$ cat config.mk
export PLATFORM = sky130hd
export DESIGN_NAME = rect_fill_gen
export DESIGN_NICKNAME = d
export VERILOG_FILES = /design/src/rtl/rect_fill_pkg.sv /design/src/rtl/rf_cmd_decode.sv /design/src/rtl/rf_axis.sv /design/src/rtl/rect_fill_gen.sv
export SDC_FILE = /design/constraint.sdc
export NUM_CORES = 1
export LEC_CHECK = 0
export ABC_AREA = 1
export BUFFER_PORTS_ARGS = -buffer_cell sky130_fd_sc_hd__buf_2
export CORE_AREA = 2 2 106 83
export DETAILED_ROUTE_END_ITERATION = 8
export DIE_AREA = 0 0 108 85
export HOLD_SLACK_MARGIN = 0.1
export PLACE_DENSITY = 0.85
export SLEW_MARGIN = 20
export SYNTH_ARGS = -nofsm -noshare
export SYNTH_HDL_FRONTEND = slang
export SYNTH_HIERARCHICAL = 1
export SYNTH_SLANG_ARGS = --single-unit
$ cat constraint.sdc
create_clock -name clk -period 3.6 [get_ports clk]
set_clock_uncertainty 0.15 [all_clocks]
set_input_delay 0.18 -clock clk [delete_from_list [all_inputs] [get_ports clk]]
set_output_delay 0.18 -clock clk [all_outputs]
set_load 0.01 [all_outputs]
$ cat src/rtl/rect_fill_pkg.sv
// Shared constants and types for the rectangle fill generator.
// Assumes a command word at least 16 bits wide.
package rect_fill_pkg;
    localparam int OP_LSB   = 13;
    localparam int OP_W     = 3;
    localparam logic [OP_W-1:0] OP_RECT = 3'd2;
    localparam int BIT_WR   = 0;
    localparam int BIT_DRAW = 4;
    localparam int BIT_XPOS = 5;
    localparam int BIT_YPOS = 7;

    typedef enum logic {ST_IDLE, ST_RUN} seq_state_t;

    typedef struct packed {
        logic is_rect;
        logic inc_x;
        logic inc_y;
        logic wr;
    } cmd_fields_t;
endpackage

$ cat src/rtl/rf_cmd_decode.sv
// Command decoder: splits the command word into opcode match, the two
// direction flags and the combined pixel-write permission.
// Assumes CMD_W >= 16. Purely combinational.
module rf_cmd_decode #(
    parameter int CMD_W = 16
) (
    input  logic [CMD_W-1:0]            cmd,
    output rect_fill_pkg::cmd_fields_t  fields
);
    import rect_fill_pkg::*;

    logic unused_bits;

    // Field extraction.
    always_comb begin
        fields.is_rect = (cmd[OP_LSB +: OP_W] == OP_RECT);
        fields.inc_x   = cmd[BIT_XPOS];
        fields.inc_y   = cmd[BIT_YPOS];
        fields.wr      = cmd[BIT_DRAW] & cmd[BIT_WR];
    end

    assign unused_bits = ^cmd;
endmodule

$ cat src/rtl/rf_axis.sv
// One scan axis: holds the current coordinate and a down-counter of the
// steps remaining. It captures the origin, extent and direction on load,
// can reload to the captured origin, and flags the last position.
// Assumes load, reload and step are never needed in the same cycle;
// load wins, then reload, then step.
module rf_axis #(
    parameter int W = 10
) (
    input  logic         clk,
    input  logic         rst_n,
    input  logic         load,
    input  logic [W-1:0] origin,
    input  logic [W-1:0] extent,
    input  logic         inc,
    input  logic         reload,
    input  logic         step,
    output logic [W-1:0] pos,
    output logic         at_end
);
    logic [W-1:0] base_q;
    logic [W-1:0] span_q;
    logic [W-1:0] rem_q;
    logic         inc_q;

    // Position and remaining-count registers.
    always_ff @(posedge clk) begin
        if (!rst_n) begin
            base_q <= '0;
            span_q <= '0;
            rem_q  <= '0;
            pos    <= '0;
            inc_q  <= 1'b0;
        end else if (load) begin
            base_q <= origin;
            span_q <= extent;
            rem_q  <= extent;
            pos    <= origin;
            inc_q  <= inc;
        end else if (reload) begin
            pos    <= base_q;
            rem_q  <= span_q;
        end else if (step) begin
            pos    <= inc_q ? pos + 1'b1 : pos - 1'b1;
            rem_q  <= rem_q - 1'b1;
        end
    end

    assign at_end = (rem_q == '0);
endmodule

$ cat src/rtl/rect_fill_gen.sv
// Rectangle fill address generator. Takes a command while idle. It rejects
// non-fill opcodes with a done pulse. For a fill it walks the rectangle
// row by row and emits one valid/ready beat per pixel, then pulses done.
// Assumes the consumer obeys valid/ready. Inputs other than start and
// out_ready are sampled only on the accepting cycle.
module rect_fill_gen #(
    parameter int COORD_W = 10,
    parameter int CMD_W   = 16
) (
    input  logic               clk,
    input  logic               rst_n,
    input  logic               start,
    input  logic [CMD_W-1:0]   cmd,
    input  logic [COORD_W-1:0] dest_x,
    input  logic [COORD_W-1:0] dest_y,
    input  logic [COORD_W-1:0] span_w,
    input  logic [COORD_W-1:0] span_h,
    output logic               busy,
    output logic               out_valid,
    input  logic               out_ready,
    output logic [COORD_W-1:0] out_x,
    output logic [COORD_W-1:0] out_y,
    output logic               out_we,
    output logic               done
);
    import rect_fill_pkg::*;

    localparam int N_AXES = 2;

    seq_state_t  state_q;
    cmd_fields_t fld;
    logic        we_q;
    logic        done_q;
    logic        accept;
    logic        fire;
    logic        last_px;

    logic [N_AXES-1:0][COORD_W-1:0] ax_org;
    logic [N_AXES-1:0][COORD_W-1:0] ax_ext;
    logic [N_AXES-1:0][COORD_W-1:0] ax_pos;
    logic [N_AXES-1:0]              ax_inc;
    logic [N_AXES-1:0]              ax_rld;
    logic [N_AXES-1:0]              ax_stp;
    logic [N_AXES-1:0]              ax_end;

    rf_cmd_decode #(.CMD_W(CMD_W)) u_dec (
        .cmd    (cmd),
        .fields (fld)
    );

    // Handshake and start qualification.
    assign accept  = start && (state_q == ST_IDLE);
    assign fire    = (state_q == ST_RUN) && out_ready;
    assign last_px = ax_end[0] && ax_end[1];

    // Per-axis wiring: X steps every beat and reloads at the end of a
    // row; Y steps once per completed row and never reloads.
    assign ax_org = {dest_y, dest_x};
    assign ax_ext = {span_h, span_w};
    assign ax_inc = {fld.inc_y, fld.inc_x};
    assign ax_stp = {fire && ax_end[0] && !ax_end[1], fire && !ax_end[0]};
    assign ax_rld = {1'b0, fire && ax_end[0]};

    generate
        for (genvar a = 0; a < N_AXES; a++) begin : g_axis
            rf_axis #(.W(COORD_W)) u_axis (
                .clk    (clk),
                .rst_n  (rst_n),
                .load   (accept && fld.is_rect),
                .origin (ax_org[a]),
                .extent (ax_ext[a]),
                .inc    (ax_inc[a]),
                .reload (ax_rld[a]),
                .step   (ax_stp[a]),
                .pos    (ax_pos[a]),
                .at_end (ax_end[a])
            );
        end
    endgenerate

    // Sequencer state, latched write permission and the done pulse.
    always_ff @(posedge clk) begin
        if (!rst_n) begin
            state_q <= ST_IDLE;
            we_q    <= 1'b0;
            done_q  <= 1'b0;
        end else begin
            done_q <= 1'b0;
            case (state_q)
                ST_IDLE: begin
                    if (accept) begin
                        if (fld.is_rect) begin
                            state_q <= ST_RUN;
                            we_q    <= fld.wr;
                        end else begin
                            done_q  <= 1'b1;
                        end
                    end
                end
                ST_RUN: begin
                    if (fire && last_px) begin
                        state_q <= ST_IDLE;
                        done_q  <= 1'b1;
                    end
                end
                default: state_q <= ST_IDLE;
            endcase
        end
    end

    assign busy      = (state_q == ST_RUN);
    assign out_valid = (state_q == ST_RUN);
    assign out_x     = ax_pos[0];
    assign out_y     = ax_pos[1];
    assign out_we    = we_q;
    assign done      = done_q;
endmodule

=== Word-level counts from Yosys, hierarchy flattened ===
Index checks and enable logic that the tools add are counted.
Widths: inputs -> output; s select.

* Logic and storage cells: 55
* Register bits after elaboration: 65
* Output and inout port bits: 24
* Bits of input ports: 60

* Mux-type cells: 20
* Equal/unequal tests: 1
* Add/sub/neg operators: 6
* Reductions and logical operators: 15
* Bitwise logic cells: 2

{| class="wikitable"
|+ Operator list
! operator !! count
|-
| $mux 10 || 12
|-
| $sub 10x1->10 const B || 4
|-
| $add 10x1->10 const B || 2
|-
| $logic_not 10->1 || 2
|-
| $logic_and 1x1->1 || 8
|-
| $mux 1 || 6
|-
| $pmux 1 s2 || 2
|-
| $eq 3x2->1 const B || 1
|-
| $reduce_and 3->1 || 1
|-
| $reduce_bool 3->1 || 1
|-
| $logic_not 1->1 || 2
|-
| $reduce_bool 2->1 || 1
|-
| $and 1x1->1 || 1
|-
| $not 1->1 || 1
|}

=== Depth between registers and ports, before layout ===
Gate-level depths: netlist of run 1.

* Depth after elaboration: 6
* Gate-level depth with buffers: 14
* Depth with buffers taken out: 12

=== Hierarchy ===
Netlist of run 1, hierarchy kept.

{| class="wikitable"
|+ Modules (own cells, without submodules)
! module !! sequential area each (um^2) !! area each (um^2) !! cells an instance !! times used
|-
| rf_axis at g_axis[0].u_axis || 820.8 || 2383.5 || 339 || 1
|-
| rf_axis at g_axis[1].u_axis || 820.8 || 2331.0 || 339 || 1
|-
| rect_fill_gen || 60.1 || 180.2 || 27 || 1
|-
| rf_cmd_decode || 0.0 || 36.3 || 7 || 1
|}

=== Least setup slack after synthesis of run 1 ===
OpenSTA, ideal clock, no wires.

* Path kind: register -> register
* Start point: register g_axis[0].u_axis.rem_q[0]
* End point: register g_axis[0].u_axis.pos[0]
* Buffers on the path: 2
* Arrival: 1.626 ns
* Slack: 1.697 ns
* Stages on the path, launching flop included: 14
* Library setup time: 0.127 ns
* Cell sequence: dfxtp_1 > inv_1 > ha_1 > nand4_1 > nor2_1 > nand2_1 > inv_1 > buf_6 > nor2_4 > inv_4 > buf_2 > nand2_1 > o21ai_1 > a31oi_2

* Longest elaborated chain between the ends: 4
* Elaborated cells on any way between the ends: 7
* Those cells by class: mux: 2; reduce/logical: 5

{| class="wikitable"
|+ RTL lines
! item !! line !! source
|-
| start, declared || rf_axis.sv:22 || <nowiki>logic [W-1:0] rem_q;</nowiki>
|-
| start signal, assigned || rf_axis.sv:36 || <nowiki>rem_q <= extent;</nowiki>
|-
| start signal, assigned || rf_axis.sv:41 || <nowiki>rem_q <= span_q;</nowiki>
|-
| start signal, assigned || rf_axis.sv:44 || <nowiki>rem_q <= rem_q - 1'b1;</nowiki>
|-
| $logic_not 10->1 (*) || rf_axis.sv:48 || <nowiki>assign at_end = (rem_q == '0);</nowiki>
|-
| named net ax_end[0] || rect_fill_gen.sv:44 || <nowiki>logic [N_AXES-1:0] ax_end;</nowiki>
|-
| $logic_and 1x1->1 (*) || rect_fill_gen.sv:62 || <nowiki>assign ax_rld = {1'b0, fire && ax_end[0]};</nowiki>
|-
| named net ax_rld[0] || rect_fill_gen.sv:42 || <nowiki>logic [N_AXES-1:0] ax_rld;</nowiki>
|-
| $mux 10 || rf_axis.sv:39 || <nowiki>end else if (reload) begin</nowiki>
|-
| $mux 10 || rf_axis.sv:33 || <nowiki>end else if (load) begin</nowiki>
|-
| end signal, assigned || rf_axis.sv:37 || <nowiki>pos <= origin;</nowiki>
|-
| end signal, assigned || rf_axis.sv:40 || <nowiki>pos <= base_q;</nowiki>
|-
| end signal, assigned || rf_axis.sv:43 || <nowiki>pos <= inc_q ? pos + 1'b1 : pos - 1'b1;</nowiki>
|-
| end, declared || rf_axis.sv:17 || <nowiki>output logic [W-1:0] pos,</nowiki>
|}

The timed path passes the listed nets; every way through them passes the cells marked *.
A chain may end at the register's enable or synchronous reset.

=== Worst setup path after layout of run 1 ===
Ends and elaborated chain as after synthesis.

==> results of run 1 <==
## kinds of logic after synthesis
logic type / Yosys count / synth area share, %
flops: 85 / 34.51
fa+ha+maj: 22 / 5.887
buf+inv: 94 / 9.947
xor+xnor: 8 / 1.421
other cells: 1 / 0.07605
compound gates: 185 / 20.30
simple gates: 317 / 27.86
## power by group through the flow
stage	logic, uW	clock network [uW]	registers [uW]
detailed placement	630	0	1050
global placement	604	0	1050
CTS	677	608	1030
floorplan	490	0	1050
global route	776	647	1040
finish	694	599	1030
## worst max-delay path, stage by stage (launching register included)
cell,delay [ps]
dfxtp_1,320
inv_1,140
ha_1,170
nand4_1,90
nor2_1,320
nand2_1,120
inv_1,290
nor2_4,60
inv_4,240
nor2_8,90
inv_4,290
o21ai_0,150
a31oi_2,190
## layer usage
layer	GRT usage, %	part of all wire (%)	wire length [um]
met5	0	0	0
met4	7.459	1.6	212
met3	5.530	8.1	1083
met2	46.88	45	6029
met1	41.42	45	5974
## metrics by stage
stage                     setup slack (ps)  instance area (um^2)  utilization, %
final                                912.0                  5838           71.51
after global routing                 660.2                  5838           71.51
after CTS                            957.9                  5838           71.51
after global placement                1032                  5182           63.48
after detailed placement             982.0                  5182           63.48
after floorplan                       1697                  4931               -
## synthesized netlist by cell type
master	n
a21o_1	2
clkbuf_1	8
buf_6	9
o21ai_1	40
nand2_1	226
inv_1	51
nand3_2	6
a21oi_1	83
a31oi_1	25
conb_1	1
o21ai_2	2
a31oi_2	1
inv_2	5
inv_4	3
o21a_1	2
nand3b_1	5
ha_1	20
o211ai_1	2
clkbuf_8	2
nor2_8	2
buf_4	9
fa_1	2
a21oi_2	3
buf_2	7
nor2_2	5
dfxtp_1	85
nand3_1	30
o21bai_1	1
xnor2_1	4
nor2_4	3
o21ai_0	24
nand2_2	5
xor2_1	4
nand4_1	4
nor2_1	31
## final cells by class
class	count	area, um^2
timing repair buffer	124	868.3
sequential	85	1702
clock inverter	3	23.77
fill	670	2326
clock buffer	11	141.4
multi-input combinational	533	2739
inverter	59	229.0
tap	108	135.1
## worst max path at each step
stage	startpoint	to	cells past startpoint
final	g_axis[0].u_axis/rem_q[0]$_SDFFE_PN0P_	g_axis[0].u_axis/pos[0]$_SDFFE_PN0P_	12
after global routing	g_axis[0].u_axis/rem_q[0]$_SDFFE_PN0P_	g_axis[0].u_axis/pos[0]$_SDFFE_PN0P_	12
after CTS	g_axis[0].u_axis/rem_q[0]$_SDFFE_PN0P_	g_axis[0].u_axis/pos[0]$_SDFFE_PN0P_	12
after detailed placement	g_axis[0].u_axis/rem_q[0]$_SDFFE_PN0P_	g_axis[0].u_axis/pos[0]$_SDFFE_PN0P_	12
after global placement	g_axis[0].u_axis/rem_q[0]$_SDFFE_PN0P_	g_axis[0].u_axis/pos[0]$_SDFFE_PN0P_	12
after floorplan	g_axis[0].u_axis/rem_q[0]$_SDFFE_PN0P_	g_axis[0].u_axis/pos[0]$_SDFFE_PN0P_	13
## sequential cells by signal, summed over array words and instances (netlist names)
| signal | count |
|---|---|
| g_axis.u_axis/base_q | 20 |
| g_axis.u_axis/pos | 20 |
| g_axis.u_axis/rem_q | 20 |
| g_axis.u_axis/span_q | 20 |
| g_axis.u_axis/inc_q | 2 |
| busy | 1 |
| done | 1 |
| out_we | 1 |
## repair_timing
item | 4_1_cts | 5_1_grt
hold buffers | 49 | 0
endpoints found under the hold margin | 85 | 0
setup buffers | 0 | 0
==> results.py, run 1 <==
metrics = {
    "worst_setup_path": {
        "criticalPathCategory": "reg -> reg",
        "crit_arrival_ps": 2830,
        "r2r_cells": 12,
        "required_ps": 3740,
        "endpoint_kind": "flip-flop",
        "reg2reg_slack_ps": 910,
        "start_kind": "flip-flop",
        "reg2reg_from": "g_axis[0].u_axis/rem_q[0]$_SDFFE_PN0P_",
        "worst_r2r_endpoint": "g_axis[0].u_axis/pos[0]$_SDFFE_PN0P_",
        "cp_max_fo": 33,
    },
    "global_routing": {
        "overflow": 0,
        "grt_pass1_vias": 4862,
        "grt_pass1_wl_um": 22020,
        "grtUsageTotal_pct": 29.46,
        "grt_antenna_before_repair": 0,
        "grt_start_max_net_pins": 47,
    },
    "timing": {
        "drv_slew": 0,
        "rsz0062_at_grt": "false",
        "setup_viol": 0,
        "finalSetupTns_ps": 0,
        "whs_ps": 137.2,
        "tightest_slew_ps": 848.9,
        "hold_viol_final": 0,
        "fmax_mhz": 372.0,
        "min_period_over_period_pct": 74.67,
        "post-route-min-period_ps": 2688,
        "relSlewSlack_pct": 43.41,
    },
    "hold_path": {
        "min_from": "cmd[15]",
        "hold_path_depth": 4,
        "hp-class": "in -> reg",
        "worstHoldEndpoint": "done$_SDFF_PN0_",
    },
    "pwr": {
        "pwr-share-seq_pct": 44.3,
        "vdd_drop_max_mv": 0.2496,
        "p_int_uw": 1530,
        "power_density_nw_per_um2": 398.1,
        "pwr-share-comb_pct": 29.9,
        "p_sw_uw": 794.0,
        "clkPwrFrac_pct": 25.8,
        "finalPower_uw": 2324,
        "p_leak_uw": 0.002740,
        "switching_share_pct": 34.16,
    },
    "cts": {
        "cts-htree-levels": 3,
        "clockBufferDepth": 2,
        "cts.sinks": 85,
        "numCtsBuffers": 9,
        "cts_root_buf": "clkbuf_8",
        "cts.clk_slew.worst_paths_ps": 90,
        "cts_tree": "built",
        "insertion_delay_ps": 350,
        "cts_resized": 0,
    },
    "routing": {
        "avgRoutedWirePerCell_um": 14.41,
        "drc": 0,
        "drt_iter0_markers": 404,
        "ant_nets": 0,
        "vias_per_cell": 5.606,
        "num_vias": 5174,
        "drtPass1Iterations": 5,
        "drt-total-wl_um": 13300,
    },
    "cells_and_area": {
        "final_cell_mix": "nand2_1 (226), dfxtp_1 (85), a21oi_1 (83)",
        "n_antenna_cell": 0,
        "fin_nets": 894,
        "final_cells": 923,
        "layout-drive-gt1-share_pct": 15.21,
        "area_delta_synth_final_pct": 18.40,
        "layout_commonest_cell": "nand2_1",
    },
    "logic_synthesis": {
        "synth_seq_cells": 85,
        "synth_warnings": 6,
        "synth_cell_types": 35,
        "synthDominantCellAreaShare_pct": 34.51,
        "synth_nets": 794,
        "syn_area_um2": 4931,
        "netlist_instances": 712,
        "synth_seq_area_share_pct": 34.51,
        "synth_top_area_cell": "dfxtp_1",
        "synth.area.top_cells": "dfxtp_1 (35%), nand2_1 (17%), a21oi_1 (8.4%)",
        "syn_avg_cell_area_um2": 6.926,
    },
    "floorplanning": {
        "die_h_um": 85,
        "dieArea_um2": 9180,
        "start_util_pct": 60.40,
        "fp-row-count": 29,
        "core_area_um2": 8164,
        "ios": 84,
        "fp.dieW_um": 108,
    },
    "placement": {
        "gp_congestion": 0.8874,
        "portBuffers": 74,
        "hpwlAfterDp_um": 8496,
        "place_inst": 860,
    },
    "run": {
        "drv_cap": 0,
    },
    "outcome": {
        "outcome": "finished, final reports clean",
    },
}
Power figures use the tool's default switching activity.
==> run 2: changes to the inputs <==
Settings changed: CORE_AREA 2 2 106 83 to 2 2 116 90, DIE_AREA 0 0 108 85 to 0 0 118 92, PLACE_DENSITY 0.85 to 0.76.
Clock period 3.6 ns to 2.15 ns, I/O delays scaled along.
==> run 2 against run 1 <==
  * Core utilization down 8.7 points
  * Sequential share of layout area fell by 1.7 points
  * First-iteration DRC count is 4.5% lower
  * Critical path depth down 2
  * Critical path type unchanged
  * Largest cell class unchanged
  * Largest power group unchanged
  * Highest routed layer unchanged
==> results.py, run 2 (synthesized netlist as in run 1, its figures left out) <==
metrics = {
    "placement": {
        "hpwlAfterDp_um": 9046,
        "gp_congestion": 0.8824,
        "portBuffers": 74,
    },
    "worst_setup_path": {
        "criticalPathCategory": "reg -> reg",
        "required_ps": 2250,
        "cp_max_fo": 5,
        "endpoint_kind": "flip-flop",
        "start_kind": "flip-flop",
        "crit_arrival_ps": 2230,
    },
    "cells_and_area": {
        "fill_cells": 883,
        "fin_nets": 914,
        "n_antenna_cell": 0,
        "utilization_pct": 62.77,
        "layout-drive-gt1-share_pct": 18.54,
        "final_cell_mix": "nand2_1 (226), dfxtp_1 (84), a21oi_1 (82)",
        "area_delta_synth_final_pct": 25.88,
        "layout_commonest_cell": "nand2_1",
    },
    "global_routing": {
        "grt_pass1_vias": 4843,
        "overflow": 0,
        "grt_pass1_wl_um": 22270,
        "grt_start_max_net_pins": 34,
        "grt_antenna_before_repair": 0,
        "grtUsageTotal_pct": 25.06,
    },
    "routing": {
        "drt-total-wl_um": 13810,
        "avgRoutedWirePerCell_um": 14.21,
        "drc": 0,
        "vias_per_cell": 5.356,
        "drt_iter0_markers": 386,
        "ant_nets": 0,
        "num_vias": 5206,
        "drtPass1Iterations": 5,
    },
    "floorplanning": {
        "fp.dieW_um": 118,
        "start_util_pct": 49.86,
        "die_h_um": 92,
        "dieArea_um2": 10860,
        "ios": 84,
        "core_area_um2": 9889,
        "fp-row-count": 32,
    },
    "cts": {
        "cts_root_buf": "clkbuf_16",
        "insertion_delay_ps": 340,
        "cts_tree": "built",
        "cts.sinks": 85,
        "cts-htree-levels": 3,
        "cts.clk_slew.worst_paths_ps": 60,
        "clockBufferDepth": 2,
        "numCtsBuffers": 9,
    },
    "timing": {
        "rsz0062_at_grt": "true",
        "setup_viol": 0,
        "drv_slew": 0,
        "tightest_slew_ps": 744.1,
        "hold_viol_final": 0,
        "min_period_over_period_pct": 98.78,
        "fmax_mhz": 470.9,
        "relSlewSlack_pct": 50.34,
        "post-route-min-period_ps": 2124,
        "finalSetupTns_ps": 0,
    },
    "pwr": {
        "power_density_nw_per_um2": 716.3,
        "vdd_drop_max_mv": 0.3394,
        "p_leak_uw": 0.002907,
    },
    "outcome": {
        "outcome": "finished, final reports clean",
    },
    "hold_path": {
        "hp-class": "in -> reg",
    },
    "run": {
        "drv_cap": 0,
    },
}
==> run 2: stage by stage <==
stage | power [uW] | std cells | hold slack, ps | setup WS [ps] | instance area, um^2
floorplan | 2579 | 712 | 77.89 | 247.3 | 4931
global placement | 2803 | 899 | 227.3 | 81.83 | 5300
detailed placement | 2846 | 899 | 231.1 | -29.23 | 5300
CTS | 4406 | 964 | 264.0 | 19.29 | 6091
global route | 4685 | 972 | 327.0 | -83.55 | 6207
finish | 4446 | 972 | 273.7 | 26.18 | 6207
==> run 2: final timing paths <==
check / start / end / slack, ps / cells past startpoint
worst max register to register: g_axis[0].u_axis/inc_q$_SDFFE_PN0P_ / g_axis[0].u_axis/pos[7]$_SDFFE_PN0P_ / 30 / 10
worst min register to register: g_axis[0].u_axis/span_q[2]$_SDFFE_PN0P_ / g_axis[0].u_axis/span_q[2]$_SDFFE_PN0P_ / 320 / 2
worst max-delay path: g_axis[0].u_axis/inc_q$_SDFFE_PN0P_ / g_axis[0].u_axis/pos[7]$_SDFFE_PN0P_ / 30 / 10
worst min-delay path: cmd[14] / g_axis[0].u_axis/span_q[1]$_SDFFE_PN0P_ / 270 / 7
==> run 2: cell type report <==
class / instances / area (um^2) / area share (%)
multi-input combinational: 533 / 2753 / 44.35
sequential: 85 / 1703 / 27.43
timing repair buffer: 143 / 1036 / 16.69
clock buffer: 12 / 266.5 / 4.293
inverter: 59 / 251.5 / 4.052
tap: 136 / 170.2 / 2.741
clock inverter: 3 / 18.77 / 0.3024
timing repair inverter: 1 / 8.758 / 0.1411
==> run 2: where the power goes <==
group | leakage, uW | internal, uW | switching, uW
Clock | 0.000145 | 871 | 624
Sequential | 0.000694 | 1660 | 70.6
Combinational | 0.00207 | 501 | 722
==> run 2: layer usage <==
layer  global-route usage, %  up-vias  wire [um]
li1                        -     2598          -
met1                   33.50     2409       6402
met2                   40.31      175       6383
met3                   5.162       24        795
met4                   8.835        0        229
met5                       0        -          0
==> run 2: critical path: stages, from the launching register on <==
cell and delay (ps):
dfxtp_2 380, clkinvlp_4 100, buf_4 160, ha_1 340
a21oi_2 230, nor2_1 70, nor2_1 130, nand3_1 90
nand3_1 140, nand2_1 90, a21oi_1 180
==> run 2: timing repair <==
action,in CTS,in global routing
setup buffers,0,7
pin swaps,0,1
setup endpoints to repair,7,40
cloned,0,1
gates resized for setup,2,15
hold buffers,50,0
endpoints found under the hold margin,85,0
==> run 3: changes to the inputs <==
Settings changed: CTS_BUF_LIST set to sky130_fd_sc_hd__clkbuf_16, RECOVER_POWER set to 100.
==> run 3 against run 2 <==
  * Via count about the same
  * Global-route usage about the same
  * Clock power decreased by 7%
  * Power decreased by 2.9%
  * Wire length increased by 0.14%
  * Cell area decreased by 1.4%
  * Sequential share of layout area increased by 0.37 points
  * Flip-flop and latch count unchanged
  * First-iteration DRC count increased by 2.6%
  * Setup slack improved by 54 ps
  * Combinational power about the same
  * Critical path type unchanged
  * Highest routed layer unchanged
==> results.py, run 3 (synthesized netlist as in run 1, its figures left out) <==
metrics = {
    "pwr": {
        "power_density_nw_per_um2": 705.3,
        "p_leak_uw": 0.002797,
        "vdd_drop_max_mv": 0.3356,
    },
    "floorplanning": {
        "die_h_um": 92,
        "dieArea_um2": 10860,
        "core_area_um2": 9889,
        "start_util_pct": 49.86,
        "fp-row-count": 32,
        "ios": 84,
        "fp.dieW_um": 118,
    },
    "timing": {
        "setup_viol": 0,
        "min_period_over_period_pct": 96.26,
        "hold_viol_final": 0,
        "fmax_mhz": 483.2,
        "fin_ws_ps": 80.40,
        "finalSetupTns_ps": 0,
        "relSlewSlack_pct": 51.83,
        "tightest_slew_ps": 721.7,
        "drv_slew": 0,
        "post-route-min-period_ps": 2070,
        "whs_ps": 279.6,
    },
    "cells_and_area": {
        "n_antenna_cell": 0,
        "final_cells": 973,
        "layout-drive-gt1-share_pct": 14.81,
        "fin_nets": 915,
        "fill_cells": 898,
        "area_delta_synth_final_pct": 24.11,
        "final_cell_mix": "nand2_1 (227), dfxtp_1 (85), a21oi_1 (83)",
        "layout_commonest_cell": "nand2_1",
    },
    "cts": {
        "insertion_delay_ps": 340,
        "numCtsBuffers": 9,
        "cts_root_buf": "clkbuf_16",
        "cts-htree-levels": 3,
        "cts.clk_slew.worst_paths_ps": 60,
        "cts_tree": "built",
        "clockBufferDepth": 2,
        "cts.sinks": 85,
    },
    "worst_setup_path": {
        "worst_r2r_endpoint": "g_axis[0].u_axis/rem_q[9]$_SDFFE_PN0P_",
        "start_kind": "flip-flop",
        "cp_max_fo": 16,
        "crit_arrival_ps": 2180,
        "reg2reg_slack_ps": 80,
        "r2r_cells": 11,
        "endpoint_kind": "flip-flop",
        "reg2reg_from": "g_axis[0].u_axis/rem_q[0]$_SDFFE_PN0P_",
        "criticalPathCategory": "reg -> reg",
        "required_ps": 2260,
    },
    "hold_path": {
        "hp-class": "in -> reg",
        "worstHoldEndpoint": "g_axis[0].u_axis/span_q[1]$_SDFFE_PN0P_",
        "hold_path_depth": 7,
        "min_from": "cmd[14]",
    },
    "routing": {
        "drtPass1Iterations": 5,
        "drc": 0,
        "met3WireLength_um": 912,
        "avgRoutedWirePerCell_um": 14.21,
        "met1_length_um": 6368,
        "ant_nets": 0,
        "num_vias": 5208,
        "drt_iter0_markers": 396,
        "vias_per_cell": 5.353,
        "drt-total-wl_um": 13830,
        "maxUsedRoutingLayer": "met4",
        "dr_wl_met2_um": 6303,
    },
    "global_routing": {
        "grt_start_max_net_pins": 34,
        "grtUsageTotal_pct": 25.06,
        "grt_pass1_wl_um": 22310,
        "grt_pass1_vias": 4865,
        "grt_antenna_before_repair": 0,
        "overflow": 0,
    },
    "placement": {
        "pre_cts_slack_ps": -29.23,
        "place_inst": 899,
        "hpwlAfterDp_um": 9046,
        "gp_congestion": 0.8824,
        "portBuffers": 74,
    },
    "outcome": {
        "outcome": "finished, final reports clean",
    },
    "run": {
        "drv_cap": 0,
    },
}
==> run 3: report_power, final <==
group          switching (uW)  leakage (uW)  internal (uW)
sequential               71.0      0.000693           1660
clock                     618      0.000128            764
combinational             718       0.00198            487
==> run 3: timing repair <==
| action | in CTS | in global routing |
|---|---|---|
| gates resized for setup | 2 | 16 |
| pin swaps | 0 | 2 |
| cloned | 0 | 3 |
| endpoints found under the setup margin | 7 | 40 |
| endpoints found under the hold margin | 85 | 0 |
| hold buffers | 50 | 0 |
| buffers inserted | 0 | 6 |
==> run 3: per-stage QoR <==
step	total power [uW]	util [%]	instance area [um^2]
finish	4316	61.88	6120
global route	4557	61.88	6120
CTS	4295	61.29	6061
floorplan	2579	-	4931
detailed placement	2846	53.59	5300
global placement	2803	53.59	5300
==> run 3: worst max path at each step <==
stage | startpoint | end | depth (start not counted)
2_1_floorplan | g_axis[0].u_axis/rem_q[0]$_SDFFE_PN0P_ | g_axis[0].u_axis/pos[0]$_SDFFE_PN0P_ | 13
3_3_place_gp | g_axis[0].u_axis/rem_q[0]$_SDFFE_PN0P_ | g_axis[1].u_axis/pos[2]$_SDFFE_PN0P_ | 10
3_5_place_dp | g_axis[0].u_axis/rem_q[0]$_SDFFE_PN0P_ | g_axis[1].u_axis/pos[0]$_SDFFE_PN0P_ | 10
4_1_cts | g_axis[0].u_axis/rem_q[2]$_SDFFE_PN0P_ | g_axis[1].u_axis/pos[0]$_SDFFE_PN0P_ | 9
5_1_grt | g_axis[0].u_axis/rem_q[1]$_SDFFE_PN0P_ | g_axis[0].u_axis/rem_q[9]$_SDFFE_PN0P_ | 11
6_report | g_axis[0].u_axis/rem_q[0]$_SDFFE_PN0P_ | g_axis[0].u_axis/rem_q[9]$_SDFFE_PN0P_ | 11
==> run 3: final cells by class <==
type	instances	area, um^2	area share [%]
inverters	59	235.2	3.844
clock buffers	9	225.2	3.680
clock inverters	6	30.03	0.4907
flip-flops and latches	85	1702	27.81
multi-input cells	534	2754	45.00
repair buffers	142	988.4	16.15
well taps	136	170.2	2.781
repair inverters	2	15.01	0.2453
==> run 3: metal layers <==
metal  GRT usage (%)  up-vias
li1                -     2590
met1           33.40     2401
met2           40.46      187
met3           5.100       30
met4           8.936        0
met5               0        -
==> run 3: worst max-delay path, stage by stage, from the launching register on <==
cell,delay [ps]
dfxtp_1,340
inv_2,70
ha_1,190
nand4_1,80
nor2_1,60
clkbuf_1,120
nor2_2,320
nor2_8,90
buf_12,140
inv_4,160
o21ai_1,100
a21oi_1,150
